$ cat src/rtl/arb_pkg.sv
package arb_pkg;
    typedef enum logic [1:0] {
        ARB_IDLE = 2'd0,
        ARB_XFER = 2'd1,
        ARB_LOCK = 2'd2
    } arb_state_t;
endpackage

$ cat src/rtl/prio_pick.sv
module prio_pick #(
    parameter int N = 4
) (
    input  logic [N-1:0] req,
    output logic [N-1:0] pick,
    output logic         any
);
    logic [N:0] seen;
    assign seen[0] = 1'b0;
    for (genvar i = 0; i < N; i++) begin : g_chain
        assign pick[i]   = req[i] & ~seen[i];
        assign seen[i+1] = seen[i] | req[i];
    end
    assign any = seen[N];
endmodule

$ cat src/rtl/oh_encode.sv
module oh_encode #(
    parameter int N  = 4,
    parameter int IW = 2
) (
    input  logic [N-1:0]  oh,
    output logic [IW-1:0] idx
);
    always_comb begin
        idx = '0;
        for (int i = 0; i < N; i++) begin
            if (oh[i]) idx = idx | IW'(i);
        end
    end
endmodule

$ cat src/rtl/slave_port_arbiter.sv
module slave_port_arbiter #(
    parameter int N_MST = 4,
    parameter int SEL_W = (N_MST > 1) ? $clog2(N_MST) : 1
) (
    input  logic             clk,
    input  logic             rst_n,
    input  logic [N_MST-1:0] req,
    input  logic [N_MST-1:0] lock,
    input  logic [N_MST-1:0] eot,
    output logic [N_MST-1:0] grant,
    output logic [SEL_W-1:0] sel
);
    import arb_pkg::*;

    arb_state_t       state_q, state_d;
    logic [N_MST-1:0] owner_q, owner_d;
    logic [N_MST-1:0] winner;
    logic             any_req;
    logic             own_eot, own_lock;

    prio_pick #(.N(N_MST)) u_pick (
        .req  (req),
        .pick (winner),
        .any  (any_req)
    );

    assign own_eot  = |(owner_q & eot);
    assign own_lock = |(owner_q & lock);

    // next-state and owner selection
    always_comb begin
        state_d = state_q;
        owner_d = owner_q;
        unique case (state_q)
            ARB_IDLE: begin
                if (any_req) begin
                    state_d = ARB_XFER;
                    owner_d = winner;
                end
            end
            ARB_XFER, ARB_LOCK: begin
                if (own_eot) begin
                    if (own_lock) begin
                        state_d = ARB_LOCK;
                    end else if (any_req) begin
                        state_d = ARB_XFER;
                        owner_d = winner;
                    end else begin
                        state_d = ARB_IDLE;
                        owner_d = '0;
                    end
                end
            end
            default: begin
                state_d = ARB_IDLE;
                owner_d = '0;
            end
        endcase
    end

    // state register
    always_ff @(posedge clk) begin
        if (!rst_n) begin
            state_q <= ARB_IDLE;
            owner_q <= '0;
        end else begin
            state_q <= state_d;
            owner_q <= owner_d;
        end
    end

    // outputs
    logic [SEL_W-1:0] sel_raw;
    oh_encode #(.N(N_MST), .IW(SEL_W)) u_enc (
        .oh  (owner_q),
        .idx (sel_raw)
    );

    always_comb begin
        grant = owner_q;
        sel   = sel_raw;
    end


    grant_onehot_chk: assert property (@(posedge clk) disable iff (!rst_n)
        $onehot0(grant));


    sel_match_chk: assert property (@(posedge clk) disable iff (!rst_n)
        (grant != '0) |-> grant[sel]);


    hold_mid_xfer_chk: assert property (@(posedge clk) disable iff (!rst_n)
        (grant != '0 && (grant & eot) == '0) |=> $stable(grant));


    lock_hold_chk: assert property (@(posedge clk) disable iff (!rst_n)
        ((grant & eot & lock) != '0) |=> $stable(grant));


    idle_quiet_chk: assert property (@(posedge clk) disable iff (!rst_n)
        (grant == '0 && req == '0) |=> (grant == '0));


    idle_start_chk: assert property (@(posedge clk) disable iff (!rst_n)
        (grant == '0 && req != '0) |=> (grant != '0));
endmodule

$ cat config.mk
export PLATFORM = sky130hd
export DESIGN_NAME = slave_port_arbiter
export DESIGN_NICKNAME = d
export VERILOG_FILES = /design/src/rtl/arb_pkg.sv /design/src/rtl/prio_pick.sv /design/src/rtl/oh_encode.sv /design/src/rtl/slave_port_arbiter.sv
export SDC_FILE = /design/constraint.sdc
export NUM_CORES = 1
export LEC_CHECK = 0
export BUFFER_PORTS_ARGS = -buffer_cell sky130_fd_sc_hd__clkbuf_2
export CORE_AREA = 8 8 45 47
export DETAILED_ROUTE_END_ITERATION = 12
export DIE_AREA = 0 0 53 55
export GPL_TIMING_DRIVEN = 1
export HOLD_SLACK_MARGIN = 0.1
export MAX_ROUTING_LAYER = met4
export PLACE_DENSITY_LB_ADDON = 0.08
export REMOVE_ABC_BUFFERS = 1
export SLEW_MARGIN = 15
export SYNTH_ARGS = -nofsm -noshare
export SYNTH_HDL_FRONTEND = slang
export SYNTH_SLANG_ARGS = --single-unit
export TNS_END_PERCENT = 100
$ cat constraint.sdc
create_clock -name clk -period 2.8 [get_ports clk]
set_input_delay 0.42 -clock clk [delete_from_list [all_inputs] [get_ports clk]]
set_output_delay 0.42 -clock clk [all_outputs]
set_load 0.005 [all_outputs]
==> metrics.md <==
| Metric | Value |
|---|---|
| Final min period | `between 1.5 and 2 ns` |
| Detailed router's first-iteration violation count | `6` |
| Clk sinks | `6` |
| Class of the most critical setup path | `reg2reg` |
| Endpoint class of the critical path | `flip-flop` |
| Number of port buffers | `19` |
| Buffering stage count on the worst path with inverters included | `1` |
| Count of H-tree levels built during CTS | `1` |
| Worst setup path endpoint | `grant[1]` |
| DIE HEIGHT | `55 um` |
| Fraction of post-synthesis cell area in the top cell type by area | `31.5%` |
| Final critical-path share of the clock period | `between 50% and 60%` |
| Number of top-level pins | `20` |
| Portion of the post-synthesis area used by sequential elements | `between 30% and 40%` |
| Number of resized instances in the post-cts repair step | `0` |
| Count of endpoints failing hold in the final timing report | `0` |
| Fmax | `642 MHz` |
| Worst-case headroom to the max-slew limit | `a little under two thirds` |
| Final #Nets | `83` |
| Worst path top cell family by delay | `compound AO/OA/AOI/OAI gates` |
| Number of maximum-capacitance violations | `0` |
| Fill cell count | `~140` |
| Largest stage delay on the critical path | `0.35 ns` |
| Slew @ Worst Pin | `0.538 ns` |
| Max VDD drop | `0.289 mV` |
| Skew-Pair Late Insertion Delay | `about 0.24 ns` |
| Synth warnings | `0` |
| Number of buffers inserted to repair setup after CTS | `0` |
| Site Rows | `14` |
| Required time of the critical path | `2.93 ns` |
| Clock root cell | `sky130_fd_sc_hd__clkbuf_4` |
| Die Span X | `roughly 53 um` |
| Total inserted antenna cells | `0` |
| Combinational power share | `a little over two fifths` |
| TritonCTS buffer count | `3` |
| Mean instance size in the synthesized netlist | `8.87 um^2` |
| Drt via density | `a little under 5` |
| Clock network power share | `about 22%` |
| Number of antenna violations at the first check in global routing | `0` |
| Class of the tightest hold or removal check | `in2reg` |
| Setup repair after global routing missed its margin | `no` |
| Area added between synthesis and finish | `36.1%` |
| Die footprint | `~2900 um^2` |
| Gate count of the mapped netlist | `between 40 and 50` |
| Sw power | `119 uW` |
| Share of layout cells above drive strength 1 | `between 40% and 50%` |
| Cell type with the largest total area after synthesis | `sky130_fd_sc_hd__dfxtp_1` |
| Core Region | `roughly 1400 um^2` |
| Via count of the first global-routing pass | `385` |
| Critical-path maximum fanout | `5` |
| Critical R2R Capture | `grant[1]` |
| Worst setup slack before clock tree synthesis | `1.18 ns` |
| Number of detailed-route iterations in the first pass | `4` |
| Effective utilization at floorplan | `between 20 and 30%` |
| Power per standard cell area | `around 670 nW/um^2` |
| Total vias in the final route | `~400` |
| Final Wtd Congestion | `approximately 0.72` |
| Count of unique library cells instantiated by Yosys | `22` |
| DRT antenna net count | `0` |
| Clk_skew | `between 0.002 and 0.0025 ns` |
| Maximum count of clock buffers along a single path | `2` |
| Final-report setup violation count | `0` |
| Maximum number of pins on one net before global-route repair | `7` |
| Internal reg-to-reg setup slack | `1.24 ns` |
| Sequential share of power | `between 30% and 40%` |
| Post-synthesis sequential element count | `6` |
| Switching share of power | `between 30% and 40%` |
| Critical path, cell by cell | `inv_1 -> ha_1 -> o211ai_1 -> o21ba_4 -> a32o_2` |
| TritonCTS clock tree | `yes` |
| R2r worst-path depth | `5` |
| Master of the slowest instance on the critical path | `sky130_fd_sc_hd__ha_1` |
| Post-Layout Inst Area | `approximately 520 um^2` |
| Synth top area cells | `sky130_fd_sc_hd__dfxtp_1 31%, sky130_fd_sc_hd__a32o_2 8.9%, sky130_fd_sc_hd__ha_1 6.6%, sky130_fd_sc_hd__inv_1 4.9%, sky130_fd_sc_hd__a22o_1 4.6%` |
| Instance count on the critical path | `5` |
| Final WL | `1020 um` |
| Global-route wire length before repair | `1650 um` |
| Placed inst area | `slightly below 500 um^2` |
| Number of pins exceeding their max-slew limit in the final report | `0` |
| Count of unresolved DRC violations after routing | `0` |
| Final global-route overflow total | `0` |
| Total negative slack | `0 ns` |
| Worst Setup SP | `state_q[0]` |
| Reg2Reg Launch Point | `state_q[0]` |
| Min setup slack post-route | `1.24 ns` |
| CP arrival | `roughly 1.7 ns` |
| Average detailed-routed wire length per instance | `12.5 um` |
| Worst setup SP type | `flip-flop` |
| Reg clk slew, reported paths | `approximately 0.04 ns` |
| Result of the run | `finished clean` |
| Pleak | `about 0.00026 uW` |
| CTS Hold Buffers Added | `0` |
| Synthesized area | `between 300 and 400 um^2` |
| Total power of the final layout | `around 350 uW` |
| Total track usage | `~8%` |
| Internal power | `between 200 and 250 uW` |
## logic make-up (layout without fill, tap and decap cells)
logic type | count (synthesis) | count (layout) | share of synthesized area, %
flops | 6 | 6 | 31.5
compound gates | 17 | 17 | 40.7
fa+ha+maj | 2 | 2 | 6.56
buf+inv | 5 | 27 | 4.92
simple gates | 13 | 13 | 16.4
## worst reg2reg max path: cells and delay by family (launching register included)
family                     cells  cell delay (ns)
adders and majority gates      1             0.35
AOI/OAI and AO/OA              3             0.70
DFF                            1             0.34
buffers and inverters          1             0.05
## how the worst min path moves through the flow
stage	depth (start not counted)	end	slack [ns]	start
6_report	2	grant[3]	0.44	req[3]
5_1_grt	2	grant[3]	0.43	req[3]
4_1_cts	2	grant[3]	0.43	req[3]
3_5_place_dp	2	state_q[0]	0.49	state_q[0]
3_3_place_gp	2	state_q[0]	0.50	state_q[0]
2_1_floorplan	2	state_q[0]	0.46	state_q[0]
## cells in the final DEF, fill, tap and decap left out, types with 2 or more instances in the layout
cell type,instances
sky130_fd_sc_hd__inv_1,5
sky130_fd_sc_hd__ha_1,2
sky130_fd_sc_hd__a32o_2,3
sky130_fd_sc_hd__clkbuf_2,19
sky130_fd_sc_hd__or2_2,2
sky130_fd_sc_hd__nand2_1,4
sky130_fd_sc_hd__a21oi_1,2
sky130_fd_sc_hd__a22o_1,2
sky130_fd_sc_hd__clkbuf_4,3
sky130_fd_sc_hd__nor2_1,2
sky130_fd_sc_hd__dfxtp_1,6
sky130_fd_sc_hd__a22oi_1,2
sky130_fd_sc_hd__nand3_1,2
## final cells by class
| cell class | count | area [um^2] | share of cell area (%) |
|---|---|---|---|
| repair buffers | 19 | 95.1 | 18.3 |
| clock buffers | 3 | 22.5 | 4.34 |
| flip-flops and latches | 6 | 120 | 23.1 |
| inverters | 5 | 18.8 | 3.61 |
| well taps | 16 | 20.0 | 3.86 |
| multi-input cells | 32 | 243 | 46.7 |
## cell usage after synthesis
cell type                  instances
sky130_fd_sc_hd__o211ai_1          1
sky130_fd_sc_hd__a211oi_2          1
sky130_fd_sc_hd__a32o_2            3
sky130_fd_sc_hd__a22o_2            1
sky130_fd_sc_hd__a22o_1            2
sky130_fd_sc_hd__nor3_1            1
sky130_fd_sc_hd__o21ai_0           1
sky130_fd_sc_hd__or2_2             2
sky130_fd_sc_hd__nor2_1            2
sky130_fd_sc_hd__nand3_1           2
sky130_fd_sc_hd__and2_1            1
sky130_fd_sc_hd__o21ba_4           1
sky130_fd_sc_hd__o32ai_1           1
sky130_fd_sc_hd__a21oi_1           2
sky130_fd_sc_hd__o21ai_2           1
sky130_fd_sc_hd__ha_1              2
sky130_fd_sc_hd__nand2_1           4
sky130_fd_sc_hd__a22oi_1           2
sky130_fd_sc_hd__dfxtp_1           6
sky130_fd_sc_hd__inv_1             5
sky130_fd_sc_hd__a41o_1            1
sky130_fd_sc_hd__nor4_1            1
## state kept, by name (all words and copies together) (netlist names)
| signal | cells |
|---|---|
| grant | 4 |
| state_q | 2 |
## power by group through the flow
stage	combinational [uW]	clock (uW)	sequential, uW
after floorplan	109	0	116
after global placement	156	0	120
after detailed placement	152	0	120
after CTS	153	82.7	118
after global routing	169	89.6	120
final	151	76.3	118
## per-stage QoR
stage	utilization, %	instances	hold WS (ns)
after floorplan	-	43	0.456
after global placement	35.9	78	0.497
after detailed placement	35.9	78	0.488
after CTS	37.5	81	0.431
after global routing	37.5	81	0.429
final	37.5	81	0.443
## routing by layer
metal  track usage (%)  part of all wire [%]  vias up  wire [um]
li1                  -                     -      212          -
met1              7.93                    40      183        403
met2              12.5                    51        7        523
met3              3.21                   8.8        0         89
met4              6.47                     0        0          0
met5                 -                     0        -          0
Note: power is estimated with default switching activity, not from simulation.
